**src/rtl/cvg_pkg.sv**
```systemverilog
package cvg_pkg;
  localparam int unsigned AW = 16;
  localparam int unsigned DW = 8;

  localparam logic [2:0] K_RESET = 3'd0;
  localparam logic [2:0] K_IRQ   = 3'd1;
  localparam logic [2:0] K_TCALL = 3'd2;
  localparam logic [2:0] K_PCALL = 3'd3;
  localparam logic [2:0] K_BRK   = 3'd4;

  typedef enum logic [1:0] {
    ST_IDLE = 2'd0,
    ST_LO   = 2'd1,
    ST_HI   = 2'd2,
    ST_LOAD = 2'd3
  } cvg_state_e;
endpackage

```
**src/rtl/cvg_addr_map.sv**
```systemverilog
module cvg_addr_map
  import cvg_pkg::*;
#(
  parameter int unsigned IDX_W     = 4,
  parameter int unsigned SRC_W     = 4,
  parameter logic [15:0] RESET_VEC = 16'hFFFE,
  parameter logic [15:0] IRQ_TOP   = 16'hFFFA,
  parameter logic [15:0] TBL_TOP   = 16'hFFDE,
  parameter logic [15:0] PAGE_BASE = 16'hFF00
) (
  input  logic [2:0]       kind_i,
  input  logic [IDX_W-1:0] idx_i,
  input  logic [SRC_W-1:0] src_i,
  input  logic [DW-1:0]    op_i,
  output logic [AW-1:0]    vec_o,
  output logic [AW-1:0]    page_tgt_o
);
  localparam int unsigned ENTRY_SH = 1; // 2 bytes per vector

  logic [AW-1:0] idx_off, src_off;

  assign idx_off    = AW'(idx_i) << ENTRY_SH;
  assign src_off    = AW'(src_i) << ENTRY_SH;
  assign page_tgt_o = PAGE_BASE | AW'(op_i);

  always_comb begin
    unique case (kind_i)
      K_IRQ:   vec_o = IRQ_TOP - src_off;
      K_TCALL: vec_o = TBL_TOP - idx_off;
      K_BRK:   vec_o = TBL_TOP;
      default: vec_o = RESET_VEC;
    endcase
  end
endmodule

```
**src/rtl/cvg_seq.sv**
```systemverilog
module cvg_seq
  import cvg_pkg::*;
(
  input  logic          clk_i,
  input  logic          rst_ni,
  input  logic          req_valid_i,
  input  logic [2:0]    kind_i,
  input  logic [AW-1:0] vec_i,
  input  logic [AW-1:0] page_tgt_i,
  input  logic [DW-1:0] rd_data_i,
  input  logic          pc_inc_i,
  output logic          rd_en_o,
  output logic [AW-1:0] rd_addr_o,
  output logic          busy_o,
  output logic          pc_load_o,
  output logic          brk_o,
  output logic          pc_wr_o,
  output logic [AW-1:0] pc_wr_val_o,
  output logic          inc_en_o
);
  cvg_state_e    state_q, state_d;
  logic [AW-1:0] vec_q;
  logic [DW-1:0] lo_q;
  logic          brk_q;
  logic          kind_ok, accept, is_page;

  assign kind_ok = (kind_i <= K_BRK);
  assign accept  = (state_q == ST_IDLE) && req_valid_i && kind_ok;
  assign is_page = (kind_i == K_PCALL);

  always_comb begin
    state_d = state_q;
    unique case (state_q)
      ST_IDLE: if (accept) state_d = is_page ? ST_LOAD : ST_LO;
      ST_LO:   state_d = ST_HI;
      ST_HI:   state_d = ST_LOAD;
      ST_LOAD: state_d = ST_IDLE;
      default: state_d = ST_IDLE;
    endcase
  end

  always_ff @(posedge clk_i or negedge rst_ni) begin
    if (!rst_ni) begin
      state_q <= ST_IDLE;
      vec_q   <= '0;
      lo_q    <= '0;
      brk_q   <= 1'b0;
    end else begin
      state_q <= state_d;
      if (accept) begin
        vec_q <= vec_i;
        brk_q <= (kind_i == K_BRK);
      end
      if (state_q == ST_LO) lo_q <= rd_data_i;
    end
  end

  assign rd_en_o     = (state_q == ST_LO) || (state_q == ST_HI);
  assign rd_addr_o   = (state_q == ST_HI) ? vec_q + AW'(1) : vec_q;
  assign busy_o      = (state_q != ST_IDLE);
  assign pc_load_o   = (state_q == ST_LOAD);
  assign brk_o       = pc_load_o && brk_q;
  assign pc_wr_o     = (accept && is_page) || (state_q == ST_HI);
  assign pc_wr_val_o = (state_q == ST_HI) ? {rd_data_i, lo_q} : page_tgt_i;
  assign inc_en_o    = (state_q == ST_IDLE) && !accept && pc_inc_i;


  lo_then_hi_chk: assert property (@(posedge clk_i) disable iff (!rst_ni)
    (state_q == ST_LO) |=> (state_q == ST_HI && rd_addr_o == $past(rd_addr_o) + 16'd1));


  load_pulse_chk: assert property (@(posedge clk_i) disable iff (!rst_ni)
    pc_load_o |=> !pc_load_o);


  idle_after_load_chk: assert property (@(posedge clk_i) disable iff (!rst_ni)
    pc_load_o |=> !busy_o);


  bad_kind_chk: assert property (@(posedge clk_i) disable iff (!rst_ni)
    (!busy_o && req_valid_i && kind_i > K_BRK) |=> !busy_o);
endmodule

```
**src/rtl/cvg_pc_reg.sv**
```systemverilog
module cvg_pc_reg
  import cvg_pkg::*;
(
  input  logic          clk_i,
  input  logic          rst_ni,
  input  logic          wr_i,
  input  logic [AW-1:0] wr_val_i,
  input  logic          inc_i,
  output logic [AW-1:0] pc_o
);
  always_ff @(posedge clk_i or negedge rst_ni) begin
    if (!rst_ni)    pc_o <= '0;
    else if (wr_i)  pc_o <= wr_val_i;
    else if (inc_i) pc_o <= pc_o + AW'(1); // natural wrap
  end


  pc_hold_chk: assert property (@(posedge clk_i) disable iff (!rst_ni)
    (!wr_i && !inc_i) |=> (pc_o == $past(pc_o)));


  pc_wrap_chk: assert property (@(posedge clk_i) disable iff (!rst_ni)
    (inc_i && !wr_i && pc_o == 16'hFFFF) |=> (pc_o == 16'h0000));
endmodule

```
**src/rtl/call_vector_gen.sv**
```systemverilog
module call_vector_gen
  import cvg_pkg::*;
#(
  parameter int unsigned IDX_W = 4,
  parameter int unsigned SRC_W = 4
) (
  input  logic             clk_i,
  input  logic             rst_ni,
  input  logic             req_valid_i,
  input  logic [2:0]       req_kind_i,
  input  logic [IDX_W-1:0] tcall_idx_i,
  input  logic [7:0]       pcall_op_i,
  input  logic [SRC_W-1:0] irq_src_i,
  input  logic             pc_inc_i,
  input  logic [7:0]       rd_data_i,
  output logic             rd_en_o,
  output logic [15:0]      rd_addr_o,
  output logic [15:0]      pc_o,
  output logic             pc_load_o,
  output logic             brk_o,
  output logic             busy_o
);
  logic [AW-1:0] vec, page_tgt, pc_wr_val;
  logic          pc_wr, inc_en;

  cvg_addr_map #(.IDX_W(IDX_W), .SRC_W(SRC_W)) u_map (
    .kind_i     (req_kind_i),
    .idx_i      (tcall_idx_i),
    .src_i      (irq_src_i),
    .op_i       (pcall_op_i),
    .vec_o      (vec),
    .page_tgt_o (page_tgt)
  );

  cvg_seq u_seq (
    .clk_i       (clk_i),
    .rst_ni      (rst_ni),
    .req_valid_i (req_valid_i),
    .kind_i      (req_kind_i),
    .vec_i       (vec),
    .page_tgt_i  (page_tgt),
    .rd_data_i   (rd_data_i),
    .pc_inc_i    (pc_inc_i),
    .rd_en_o     (rd_en_o),
    .rd_addr_o   (rd_addr_o),
    .busy_o      (busy_o),
    .pc_load_o   (pc_load_o),
    .brk_o       (brk_o),
    .pc_wr_o     (pc_wr),
    .pc_wr_val_o (pc_wr_val),
    .inc_en_o    (inc_en)
  );

  cvg_pc_reg u_pc (
    .clk_i    (clk_i),
    .rst_ni   (rst_ni),
    .wr_i     (pc_wr),
    .wr_val_i (pc_wr_val),
    .inc_i    (inc_en),
    .pc_o     (pc_o)
  );
endmodule

```
**config.mk**
```make
export PLATFORM = sky130hd
export DESIGN_NAME = call_vector_gen
export DESIGN_NICKNAME = d
export VERILOG_FILES = /design/src/rtl/cvg_pkg.sv /design/src/rtl/cvg_addr_map.sv /design/src/rtl/cvg_seq.sv /design/src/rtl/cvg_pc_reg.sv /design/src/rtl/call_vector_gen.sv
export SDC_FILE = /design/constraint.sdc
export NUM_CORES = 1
export LEC_CHECK = 0
export BUFFER_PORTS_ARGS = -buffer_cell sky130_fd_sc_hd__buf_2
export CORE_UTILIZATION = 46
export CTS_CLUSTER_DIAMETER = 120
export CTS_CLUSTER_SIZE = 30
export DETAILED_ROUTE_END_ITERATION = 16
export PLACE_DENSITY_LB_ADDON = 0.12
export SYNTH_ARGS = -nofsm -noshare
export SYNTH_HDL_FRONTEND = slang
export SYNTH_SLANG_ARGS = --single-unit
```
**constraint.sdc**
```tcl
create_clock -name clk_i -period 2.9 [get_ports clk_i]
set_input_delay 0.58 -clock clk_i [delete_from_list [all_inputs] [get_ports clk_i]]
set_output_delay 0.58 -clock clk_i [all_outputs]
set_load 0.02 [all_outputs]
```
==> Word level (Yosys, flattened, before mapping) <==
Index checks and enable logic that the tools add are counted.
{ "op_classes": {"n_addsub": 4, "n_lt_le_gt_ge": 1, "n_eq_ne": 8, "mux": 8, "reduce_logical": 12} }
{ "op_table": {"columns": ["cell", "n"], "rows": [
  ["2-to-1 mux 16 bit", 4],
  ["case mux 16 bit (3 select lines)", 1],
  ["adder 16 x 1 -> 16 bit, second input constant", 2],
  ["case mux 2 bit (4 select lines)", 1],
  ["subtractor 7 x 6 -> 8 bit, first input constant", 1],
  ["subtractor 4 x 6 -> 7 bit, first input constant", 1],
  ["equality test 3 x 2 -> 1 bit, second input constant", 2],
  ["logical AND 1 bit", 6],
  ["equality test 2 bit, second input constant", 2],
  ["2-to-1 mux 2 bit", 2],
  ["nonzero test 2 bit", 2],
  ["equality test 3 x 1 -> 1 bit, second input constant", 1],
  ["equality test 3 bit, second input constant", 1],
  ["<= comparator 3 bit, second input constant", 1],
  ["equality test 2 x 1 -> 1 bit, second input constant", 1],
  ["zero test 2 bit", 1],
  ["logical OR 1 bit", 2],
  ["inequality test 2 x 1 -> 1 bit, second input constant", 1],
  ["zero test 1 bit", 1]
]} }
{ "totals": {"ff_bits": 43, "inputBits": 31, "out_inout_bits": 36, "wordCells": 38} }

==> Longest topological paths before layout <==
Gate-level depths: netlist of run 1.
{ "depth": {"ltp_word": 8, "mapped_depth": 7, "depth_no_buf": 6} }

==> By module <==
From an unflattened synthesis of run 1, not the netlist that was laid out.
{ "unflattened": {"hier_cells": 285, "area_unflattened_um2": 2942.8} }
{ "modules_own_cells": {"columns": ["mod", "instances", "cells_each", "area_per_inst_um2", "seq_area_each_um2"], "rows": [
  ["cvg_seq", 1, 139, 1660.3, 675.6],
  ["cvg_pc_reg", 1, 99, 943.4, 400.4],
  ["cvg_addr_map", 1, 47, 339.1, 0.0]
]} }

==> Least setup slack after synthesis of run 1 <==
Ideal clock, no wire load.
{ "synth_timing": {"path_type": "input-to-reg", "from": "input port req_kind_i[1]", "to": "register u_pc.pc_o[15]", "setup_ns": 0.086, "arrival_ns": 1.937, "required_ns": 2.814, "slack_ns": 0.878, "path_stages": 5, "path_buffers": 1, "path_cell_list": "buf_2 > o21ai_2 > a2111o_1 > or4_1 > a32oi_1"} }
{ "synth_between": {"elab_chain_cells": 6, "elab_cells_between_ends": 10, "cone_classes": "order compare: 1; eq/ne: 1; mux: 1; reduce/logical: 7"} }
{ "synth_rtl": {"columns": ["element", "line", "text"], "rows": [
  ["start, declared", "call_vector_gen.sv:10", "input logic [2:0] req_kind_i,"],
  ["<= comparator 3 bit", "cvg_seq.sv:27", "assign kind_ok = (kind_i <= K_BRK);"],
  ["logical AND 1 bit", "cvg_seq.sv:28", "assign accept = (state_q == ST_IDLE) && req_valid_i && kind_ok;"],
  ["zero test 1 bit", "cvg_seq.sv:65", "assign inc_en_o = (state_q == ST_IDLE) && !accept && pc_inc_i;"],
  ["logical AND 1 bit (2 in series)", "cvg_seq.sv:65", null],
  ["nonzero test 2 bit (no source line)", null, null],
  ["end signal, assigned", "cvg_pc_reg.sv:13", "else if (wr_i) pc_o <= wr_val_i;"],
  ["end signal, assigned", "cvg_pc_reg.sv:14", "else if (inc_i) pc_o <= pc_o + AW'(1);"],
  ["end, declared", "cvg_pc_reg.sv:9", "output logic [AW-1:0] pc_o"]
]} }
Parallel ways exist; a longest one is shown, timed or not.
A chain may end at the register's enable or synchronous reset.

==> Worst setup path in the final report of run 1 <==
{ "layout_timing": {"from": "register u_seq.state_q[1]", "to": "register u_pc.pc_o[15]"} }
{ "layout_between": {"elab_chain_cells": 7, "elab_cells_between_ends": 12, "cone_classes": "eq/ne: 1; mux: 2; reduce/logical: 9"} }
{ "layout_rtl": {"columns": ["element", "line", "text"], "rows": [
  ["start, declared", "cvg_seq.sv:21", "cvg_state_e state_q, state_d;"],
  ["start signal, assigned", "cvg_seq.sv:49", "state_q <= state_d;"],
  ["zero test 2 bit", "cvg_seq.sv:28, cvg_seq.sv:65", null],
  ["logical AND 1 bit (2 in series)", "cvg_seq.sv:28", null],
  ["zero test 1 bit", "cvg_seq.sv:65", null],
  ["logical AND 1 bit (2 in series)", "cvg_seq.sv:65", null],
  ["nonzero test 2 bit (no source line)", null, null]
]} }
Parallel ways exist; a longest one is shown, timed or not.

==> impl_metrics.env, run 1 <==
export IMPL_outcome="finished, final reports clean"
export IMPL_netsw_w=0.00108
export IMPL_crit_path_end_kind="register"
export IMPL_timing_reg2reg_setup_slack_ns=0.79
export IMPL_worst_hold_path_type="primary input to async pin"
export IMPL_clock_skew_ns=0.00468
export IMPL_cts_repair_resized=0
export IMPL_clkSinkCount=33
export IMPL_die_area_um2=4480
export IMPL_power_clock_fraction_pct=13.9
export IMPL_multiInputGateArea_um2=941
export IMPL_postLayoutSetupSlackWorst_ns=0.789
export IMPL_hpwl_um=3410
export IMPL_timing_final_max_slew_violations=0
export IMPL_max_slew_margin_rel_pct=48.2
export IMPL_async_flop_share_pct=100
export IMPL_final_cell_mix="66 x buf_2, 33 x dfrtp_1, 20 x inv_1"
export IMPL_grt_pass1_wl_um=7490
export IMPL_crit_slowest_cell="or4_1"
export IMPL_grtUsageTotal_pct=22.5
export IMPL_synth_seq_cells=33
export IMPL_post_synth_num_cell_types=48
export IMPL_total_grt_overflow=0
export IMPL_clk_pin_slew_ns=0.07
export IMPL_timing_setup_tns_ns=0
export IMPL_grt_start_max_net_pins=34
export IMPL_cts_hold_buffers=0
export IMPL_number_of_antenna_violations_at_the_first_check_in_global_routing=0
export IMPL_syn_cell_area_um2=1940
export IMPL_internal_power_w=0.00132
export IMPL_arrival_ns=2.31
export IMPL_yosysSeqAreaShare_pct=42.6
export IMPL_layout_net_count=292
export IMPL_layout_drive_gt1_share_pct=32.9
export IMPL_num_io_pins=67
export IMPL_hold_worst_slack_ns=0.357
export IMPL_critical_path_max_fanout=8
export IMPL_timing_rr_end="u_pc.pc_o[15]"
export IMPL_floorplan_rows=23
export IMPL_dp_cells=297
export IMPL_min_period_over_period_pct=72.8
export IMPL_postCtsSetupBuffers=0
export IMPL_area_delta_synth_final_pct=20.2
export IMPL_worst_slew_pin_slew_ns=0.772
export IMPL_power_combinational_fraction_pct=49.4
export IMPL_drt_pass1_iterations=4
export IMPL_cts_max_level=2
export IMPL_cellLeakagePower_nw=1.06
export IMPL_startpoint_type="register"
export IMPL_finalWirelength_um=4570
export IMPL_drt_iter0_drc=105
export IMPL_post_route_total_power_w=0.00240
export IMPL_power_ir_vdd_worst_v=0.000582
export IMPL_power_frac_seq_pct=36.7
export IMPL_ys_dominant_reg_cell="dfrtp_1"
export IMPL_grt_setup_unrepaired="no"
export IMPL_remaining_drc_errors=0
export IMPL_initial_core_util_pct=48.2
export IMPL_routabilityCongestion=0.766
export IMPL_clk_path_buf_depth=2
export IMPL_clock_fmax_ghz=0.474
export IMPL_clock_root_buffer="clkbuf_8"
export IMPL_netlist_instances=196
export IMPL_cts_tree="built"
export IMPL_reg_area_um2=826
export IMPL_routed_via_density=5.50
export IMPL_num_antenna_cells=0
export IMPL_place_ws_ns=0.740
export IMPL_coreArea_um2=4030
export IMPL_ys_warn_count=0
export IMPL_cp_cell_sequence="inv_1, ha_1, inv_1, a2111o_1, or4_1, a32oi_1"
export IMPL_worst_setup_path_endpoint="u_pc.pc_o[15]"
export IMPL_worst_skew_pair_late_latency_ns=0.28
export IMPL_critPathMaxStageDelay_ns=0.48
export IMPL_power_density_cell_area_nw_per_um2=1030
export IMPL_cp_required_ns=3.10
export IMPL_timing_final_hold_violations=0
export IMPL_drv_cap=0
export IMPL_synthesis_area_per_instance_um2=9.90
export IMPL_final_period_minus_worst_setup_slack_ns=2.11
export IMPL_number_of_global_route_vias_before_repair=1537
export IMPL_nFillCells=371
export IMPL_leading_cell_type_in_the_layout_fill_and_taps_excluded="buf_2"
export IMPL_tritoncts_num_buffers=5
export IMPL_switching_fraction_of_total_power_pct=45.0
export IMPL_synth_edff_count=0
export IMPL_place_port_buffers=66
export IMPL_horizontal_extent_of_the_die_um=67.0
export IMPL_drt_antenna_violating_nets=0
export IMPL_die_height_um=67.0
export IMPL_final_setup_viol_count=0
export IMPL_finish_cell_count_without_fillers=305
export IMPL_detailroute_via_count=1677
export IMPL_avgRoutedWirePerCell_um=15.0
export IMPL_regToRegStartpoint="u_seq.state_q[1]"
export IMPL_synth_fp_nets=234
export IMPL_critical_path_class="register to register"
export IMPL_setup_worst_path_start="u_seq.state_q[1]"
export IMPL_cp_common_cell="inv_1"
export IMPL_r2r_worst_path_cells=6
[power by group through the flow]
stage	clock (W)	combinational, W	sequential [W]
2_1_floorplan	0	0.000663	0.00102
3_3_place_gp	0	0.00117	0.000877
3_5_place_dp	0	0.00120	0.000881
4_1_cts	0.000341	0.00120	0.000877
5_1_grt	0.000364	0.00132	0.000914
6_report	0.000334	0.00119	0.000881
[worst min path at each step]
stage	start	endpoint	slack, ns	cells past startpoint
5_1_grt	rst_ni	u_pc.pc_o[6]	0.41	1
3_3_place_gp	u_seq.lo_q[2]	u_pc.pc_o[2]	0.48	2
6_report	rst_ni	u_pc.pc_o[6]	0.36	1
3_5_place_dp	u_seq.brk_q	u_seq.brk_q	0.49	2
4_1_cts	rst_ni	u_pc.pc_o[11]	0.38	1
2_1_floorplan	rst_ni	u_pc.pc_o[0]	0.28	0
[sequential cells by signal, indices dropped and copies added, names as in the netlist]
signal and flops:
u_seq.state_q 2, u_seq.lo_q 8, u_seq.vec_q 6, u_seq.brk_q 1
u_pc.pc_o 16
[critical path, delay by kind of cell, from the launching register on]
kind	cells	cell delay (ns)
compound gates	2	0.59
simple gates	1	0.48
flops	1	0.43
buf+inv	2	0.27
fa+ha+maj	1	0.26
[Yosys cell counts (5+ instances only)]
cell type / number / area, µm²
a21oi_1: 5 / 25.0
a32oi_1: 8 / 70.1
buf_4: 9 / 67.6
clkbuf_1: 7 / 26.3
dfrtp_1: 33 / 826
ha_1: 7 / 87.6
inv_1: 20 / 75.1
mux2_2: 5 / 56.3
mux2i_1: 8 / 80.1
nand2_1: 9 / 33.8
nand3_1: 5 / 25.0
nor2_1: 9 / 33.8
o21ai_0: 8 / 40.0
o31ai_1: 6 / 45.0
or4_1: 5 / 37.5
xnor2_1: 5 / 43.8
[through the flow]
stage | utilization [%] | area [µm²]
floorplan | - | 1940
global placement | 55.8 | 2250
detailed placement | 55.8 | 2250
CTS | 57.9 | 2330
global route | 57.9 | 2330
finish | 57.9 | 2330
[logic make-up (layout without fill, tap and decap cells)]
| logic type | after synthesis | after routing | synth area share, % |
|---|---|---|---|
| compound gates | 51 | 51 | 20.1 |
| xor+xnor | 8 | 8 | 3.61 |
| fa+ha+maj | 7 | 7 | 4.51 |
| buf+inv | 37 | 96 | 8.96 |
| flops | 33 | 33 | 42.6 |
| mux | 13 | 13 | 7.03 |
| simple gates | 47 | 47 | 13.2 |
[routing by layer]
layer,GRT usage [%],up-vias,wire [µm]
met5,0,-,0
met4,6.38,0,42
met3,5.48,7,218
met2,34.2,54,2130
met1,31.4,794,2180
li1,-,822,-
[layout make-up]
type	instances	share of cell area [%]
Clock inverter	2	0.429
Timing Repair Buffer	68	14.8
Sequential cell	33	35.4
Clock buffer	6	3.11
Tap cell	50	2.68
Multi-Input combinational cell	126	40.3
Inverter	20	3.22
Note: power is estimated with default switching activity, not from simulation.
==> run 2: changes to the inputs <==
--- a/config.mk
+++ b/config.mk
@@ -6,7 +6,7 @@
 export NUM_CORES = 1
 export LEC_CHECK = 0
 export BUFFER_PORTS_ARGS = -buffer_cell sky130_fd_sc_hd__buf_2
-export CORE_UTILIZATION = 46
+export CORE_UTILIZATION = 45
 export CTS_CLUSTER_DIAMETER = 120
 export CTS_CLUSTER_SIZE = 30
 export DETAILED_ROUTE_END_ITERATION = 16
==> constraint.sdc (replaced) <==
create_clock -name clk_i -period 1.7 [get_ports clk_i]
set_input_delay 0.34 -clock clk_i [delete_from_list [all_inputs] [get_ports clk_i]]
set_output_delay 0.34 -clock clk_i [all_outputs]
set_load 0.02 [all_outputs]
==> impl_metrics.env, run 2 (synthesis results as in run 1) <==
export IMPL_tritoncts_num_buffers=5
export IMPL_worst_hold_path_type="primary input to register"
export IMPL_hpwl_um=3750
export IMPL_cellLeakagePower_nw=1.31
export IMPL_clock_fmax_ghz=0.561
export IMPL_cts_max_level=2
export IMPL_layout_net_count=339
export IMPL_grt_setup_unrepaired="yes"
export IMPL_final_setup_viol_count=7
export IMPL_final_core_utilization_pct=69.6
export IMPL_clock_root_buffer="clkbuf_8"
export IMPL_area_delta_synth_final_pct=45.5
export IMPL_power_density_cell_area_nw_per_um2=1750
export IMPL_clkSinkCount=33
export IMPL_postLayoutSetupSlackWorst_ns=-0.0827
export IMPL_finish_cell_count_without_fillers=352
export IMPL_grt_start_max_net_pins=20
export IMPL_max_slew_margin_rel_pct=51.0
export IMPL_routabilityCongestion=0.794
export IMPL_total_grt_overflow=0
export IMPL_drv_cap=0
export IMPL_startpoint_type="register"
export IMPL_final_period_minus_worst_setup_slack_ns=1.78
export IMPL_post_route_total_power_w=0.00493
export IMPL_grtUsageTotal_pct=22.9
export IMPL_post_place_cell_area_um2=2620
export IMPL_layout_drive_gt1_share_pct=48.7
export IMPL_die_height_um=67.7
export IMPL_number_of_antenna_violations_at_the_first_check_in_global_routing=0
export IMPL_avgRoutedWirePerCell_um=14.2
export IMPL_drt_pass1_iterations=4
export IMPL_crit_path_end_kind="register"
export IMPL_clk_path_buf_depth=2
export IMPL_clock_skew_ns=0.00444
export IMPL_postLayoutCellArea_um2=2820
export IMPL_finalWirelength_um=4990
export IMPL_horizontal_extent_of_the_die_um=67.7
export IMPL_clk_pin_slew_ns=0.07
export IMPL_power_ir_vdd_worst_v=0.00110
export IMPL_timing_final_max_slew_violations=0
export IMPL_cp_buffers_inverters=2
export IMPL_remaining_drc_errors=0
export IMPL_arrival_ns=1.99
export IMPL_worst_slew_pin_slew_ns=0.731
export IMPL_drt_iter0_drc=103
export IMPL_leading_cell_type_in_the_layout_fill_and_taps_excluded="buf_2"
export IMPL_cp_required_ns=1.91
export IMPL_initial_core_util_pct=47.8
export IMPL_layout_top_registers="u_pc.pc_o: 16 flops, u_seq.lo_q: 8 flops, u_seq.vec_q: 6 flops"
export IMPL_drt_antenna_violating_nets=0
export IMPL_detailroute_via_count=1857
export IMPL_routed_via_density=5.28
export IMPL_path_delay_family="compound AO/OA/AOI/OAI gates"
export IMPL_num_antenna_cells=0
export IMPL_critical_path_max_fanout=6
export IMPL_crit_slowest_cell="or4_1"
export IMPL_outcome="finished with violations"
export IMPL_min_period_over_period_pct=105
export IMPL_critical_path_class="register to register"
export IMPL_floorplan_rows=23
export IMPL_cp_cell_sequence="inv_2, ha_4, inv_4, a2111o_1, or4_1, a32oi_1"
export IMPL_dp_cells=338
export IMPL_number_of_global_route_vias_before_repair=1612
export IMPL_reg_area_um2=835
export IMPL_final_cell_mix="65 x buf_2, 47 x buf_4, 26 x dfrtp_1"
export IMPL_critPathMaxStageDelay_ns=0.49
export IMPL_die_area_um2=4580
export IMPL_coreArea_um2=4060
export IMPL_cts_tree="built"
export IMPL_multiInputGateArea_um2=1000
export IMPL_failed_checks="negative setup slack"
export IMPL_largest_register_ffs=16
export IMPL_timing_final_hold_violations=0
export IMPL_grt_pass1_wl_um=7670
export IMPL_worst_skew_pair_late_latency_ns=0.28
export IMPL_num_io_pins=67
export IMPL_top_register="u_pc.pc_o"
export IMPL_nFillCells=336
export IMPL_place_port_buffers=66
## run 2: layer usage
metal | up-vias | track usage [%] | routed length (µm)
met4 | 0 | 6.38 | 49
met5 | - | 0 | 0
li1 | 919 | - | -
met3 | 6 | 5.41 | 260
met2 | 57 | 35.5 | 2330
met1 | 875 | 31.3 | 2350
## run 2: report_power, final
group          switching (W)  internal (W)
clock               0.000294      0.000478
combinational        0.00146       0.00128
sequential          0.000239       0.00119
## run 2: cell type report
| class | count | area share (%) |
|---|---|---|
| Timing Repair Buffer | 115 | 25.8 |
| Multi-Input combinational cell | 126 | 35.6 |
| Clock buffer | 7 | 3.06 |
| Sequential cell | 33 | 29.6 |
| Inverter | 20 | 2.75 |
| Clock inverter | 1 | 1.06 |
| Tap cell | 50 | 2.22 |
## run 2: stage by stage
stage / setup slack (ns) / TNS [ns] / hold slack [ns]
5_1_grt: -0.131 / -0.847 / 0.286
2_1_floorplan: -0.107 / -0.123 / 0.0444
3_3_place_gp: -0.129 / -0.456 / 0.276
4_1_cts: -0.0854 / -0.390 / 0.277
6_report: -0.0827 / -0.310 / 0.283
3_5_place_dp: -0.153 / -0.687 / 0.270
## run 2: repair_timing
item	4_1_cts	5_1_grt
pin swaps	2	3
cloned	0	0
buffers inserted	3	3
resized for setup	1	9
endpoints found under the setup margin	8	14
hold endpoints to repair	14	0
hold buffers	1	0
## run 2: path summary, 6_finish.rpt
check / startpoint / cells past startpoint / slack (ns) / endpoint
worst max-delay path: u_seq.state_q[1] / 6 / -0.08 / u_pc.pc_o[15]
worst min-delay path: rd_data_i[7] / 3 / 0.28 / u_seq.lo_q[7]
worst max register to register: u_seq.state_q[1] / 6 / -0.08 / u_pc.pc_o[15]
worst min register to register: u_seq.lo_q[2] / 2 / 0.50 / u_pc.pc_o[2]
max in group asynchronous: rst_ni / 3 / 0.77 / u_pc.pc_o[0]
min in group asynchronous: rst_ni / 2 / 0.49 / u_seq.lo_q[7]
## run 2: worst min-delay path: stages
cell and delay (ns):
buf_2 0.09, nand2_1 0.04, o21ai_0 0.06
==> run 3: changes to the inputs <==
--- a/config.mk
+++ b/config.mk
@@ -6,11 +6,13 @@
 export NUM_CORES = 1
 export LEC_CHECK = 0
 export BUFFER_PORTS_ARGS = -buffer_cell sky130_fd_sc_hd__buf_2
-export CORE_UTILIZATION = 45
+export CORE_ASPECT_RATIO = 1.1
+export CORE_UTILIZATION = 46
 export CTS_CLUSTER_DIAMETER = 120
 export CTS_CLUSTER_SIZE = 30
 export DETAILED_ROUTE_END_ITERATION = 16
 export PLACE_DENSITY_LB_ADDON = 0.12
 export SYNTH_ARGS = -nofsm -noshare
 export SYNTH_HDL_FRONTEND = slang
+export SYNTH_HIERARCHICAL = 1
 export SYNTH_SLANG_ARGS = --single-unit
==> impl_metrics.env, run 3 <==
export IMPL_coreArea_um2=6160
export IMPL_cts_max_level=2
export IMPL_timing_final_max_slew_violations=0
export IMPL_post_synth_num_cell_types=47
export IMPL_netlist_instances=285
export IMPL_place_port_buffers=66
export IMPL_power_frac_seq_pct=22.6
export IMPL_num_antenna_cells=0
export IMPL_async_flop_share_pct=100
export IMPL_syn_cell_area_um2=2940
export IMPL_synth_top_cells_by_count="43 x dfrtp_1, 33 x mux2_2, 28 x buf_4, 27 x nand2_1, 17 x xnor2_1"
export IMPL_reg_area_um2=1080
export IMPL_netsw_w=0.00376
export IMPL_ys_dominant_reg_cell="dfrtp_1"
export IMPL_crit_path_end_kind="register"
export IMPL_yosysSeqAreaShare_pct=36.6
export IMPL_initial_core_util_pct=47.8
export IMPL_switching_fraction_of_total_power_pct=42.0
export IMPL_die_area_um2=6720
export IMPL_place_ws_ns=-0.285
export IMPL_drt_iter0_drc=103
export IMPL_drt_pass1_iterations=4
export IMPL_layout_top_registers="u_pc/pc_o: 16 flops, u_seq/vec_q: 16 flops, u_seq/lo_q: 8 flops"
export IMPL_horizontal_extent_of_the_die_um=78.3
export IMPL_power_clock_fraction_pct=9.5
export IMPL_cellLeakagePower_nw=2.07
export IMPL_hpwl_um=4900
export IMPL_num_io_pins=67
export IMPL_power_density_cell_area_nw_per_um2=2000
export IMPL_final_setup_viol_count=37
export IMPL_cts_tree="built"
export IMPL_critical_path_max_fanout=4
export IMPL_layout_drive_gt1_share_pct=60.4
export IMPL_critical_path_class="register to register"
export IMPL_worst_hold_path_type="primary input to async pin"
export IMPL_total_grt_overflow=0
export IMPL_drv_cap=0
export IMPL_grt_setup_unrepaired="yes"
export IMPL_clk_pin_slew_ns=0.08
export IMPL_avgRoutedWirePerCell_um=15.2
export IMPL_hold_worst_slack_ns=-0.00161
export IMPL_grt_start_max_net_pins=44
export IMPL_startpoint_type="register"
export IMPL_cp_common_cell="buf_6"
export IMPL_clock_fmax_ghz=0.465
export IMPL_power_combinational_fraction_pct=67.9
export IMPL_outcome="finished with violations"
export IMPL_floorplan_rows=30
export IMPL_clock_skew_ns=0.00364
export IMPL_worst_skew_pair_late_latency_ns=0.30
export IMPL_synthesis_area_per_instance_um2=10.3
export IMPL_yosysMostFrequentCell="dfrtp_1"
export IMPL_power_ir_vdd_worst_v=0.000964
export IMPL_grt_pass1_wl_um=11900
export IMPL_area_delta_synth_final_pct=52.2
export IMPL_nFillCells=441
export IMPL_ys_warn_count=6
export IMPL_remaining_drc_errors=0
export IMPL_clk_path_buf_depth=2
export IMPL_postLayoutSetupSlackWorst_ns=-0.451
export IMPL_multiInputGateArea_um2=2070
export IMPL_arrival_ns=2.34
export IMPL_timing_final_hold_violations=2
export IMPL_finalWirelength_um=7430
export IMPL_synth_top_cell_area_share_pct=36.6
export IMPL_finish_cell_count_without_fillers=489
export IMPL_crit_slowest_cell="dfrtp_1"
export IMPL_timing_setup_tns_ns=-12.84
export IMPL_failed_checks="negative hold slack, negative setup slack"
export IMPL_synth_area_leader_cell="dfrtp_1"
export IMPL_tritoncts_num_buffers=5
export IMPL_die_height_um=85.9
export IMPL_final_cell_mix="59 x buf_4, 47 x buf_2, 43 x dfrtp_1"
export IMPL_routabilityCongestion=0.802
export IMPL_grtUsageTotal_pct=22.9
export IMPL_clkSinkCount=43
export IMPL_clock_root_buffer="clkbuf_8"
export IMPL_detailroute_via_count=2472
export IMPL_synth_edff_count=0
export IMPL_min_period_over_period_pct=127
export IMPL_critPathMaxStageDelay_ns=0.43
export IMPL_routed_via_density=5.06
export IMPL_final_period_minus_worst_setup_slack_ns=2.15
export IMPL_internal_power_w=0.00519
export IMPL_number_of_antenna_violations_at_the_first_check_in_global_routing=0
export IMPL_synth_seq_cells=43
export IMPL_dp_cells=463
export IMPL_layout_net_count=446
export IMPL_number_of_global_route_vias_before_repair=2441
export IMPL_leading_cell_type_in_the_layout_fill_and_taps_excluded="buf_4"
export IMPL_biggest_area_contributors_in_the_synthesized_netlist="dfrtp_1 37%, mux2_2 13%, buf_4 7.1%"
export IMPL_cp_required_ns=1.89
export IMPL_post_route_total_power_w=0.00895
export IMPL_drt_antenna_violating_nets=0
export IMPL_cp_cell_sequence="buf_4, buf_6, buf_6, inv_4, ha_4, and3_4, nand4_4, nor2_4, a31oi_2, o31a_1"
## run 3: routing by layer
layer / track usage [%] / part of all wire (%) / vias to the layer above
met1: 30.0 / 43 / 1206
met2: 38.4 / 51 / 67
met3: 4.04 / 4.5 / 7
li1: - / - / 1192
met4: 7.58 / 1.0 / 0
met5: 0 / 0 / -
## run 3: kinds of logic (layout without fill, tap and decap cells)
group	after synthesis	in the layout	share of synthesized area, %
adder cells (fa/ha/maj)	7	7	2.98
flip-flops	43	43	36.6
other	2	19	0.255
buffers and inverters	46	152	9.91
AND/OR/NAND/NOR	88	88	18.8
AO/OA/AOI/OAI	29	30	6.12
multiplexers	42	42	17.0
XOR/XNOR	28	28	8.33
## run 3: critical path: cells and delay by family, from the launching register on
kind	cells	cell delay (ns)
compound gates	2	0.39
fa+ha+maj	1	0.16
buf+inv	4	0.44
flops	1	0.43
simple gates	3	0.62
## run 3: final timing paths
path,end,cells after the start,startpoint,slack (ns)
worst max-delay path,u_pc/pc_o[15],10,u_seq/state_q[1],-0.45
worst min-delay path,u_pc/pc_o[1],2,rst_ni,-0.002
worst max register to register,u_pc/pc_o[15],10,u_seq/state_q[1],-0.45
worst min register to register,u_seq/lo_q[6],1,u_seq/lo_q[6],0.51
max in group asynchronous,u_seq/brk_q,2,rst_ni,1.48
min in group clk_i,u_seq/lo_q[7],2,rd_data_i[7],0.28
## run 3: final cells by class
type,instances,area share [%]
Clock buffer,6,1.84
Clock inverter,2,0.782
Inverter,8,0.726
Multi-Input combinational cell,214,46.3
Sequential cell,43,24.0
Tap cell,80,2.23
Timing Repair Buffer,136,24.1
## run 3: power by group through the flow
stage	sequential [W]	clock, W	combinational (W)
floorplan	0.00236	0	0.00284
global route	0.00209	0.000898	0.00645
CTS	0.00201	0.000869	0.00578
finish	0.00202	0.000853	0.00607
detailed placement	0.00202	0	0.00485
global placement	0.00199	0	0.00478
## run 3: metrics by stage
stage	utilization (%)	hold slack [ns]	area, µm²
final	72.8	-0.00161	4480
after global routing	72.8	0.0207	4480
after CTS	70.2	0.00726	4320
after detailed placement	62.7	0.339	3860
after global placement	62.7	0.337	3860
after floorplan	-	0.0444	3280
## run 3: repair_timing
action,CTS,global route
endpoints found under the setup margin,33,45
gates resized for setup,62,22
gates cloned,2,0
buffers inserted,9,10
hold buffers,0,0
pin swaps,25,17
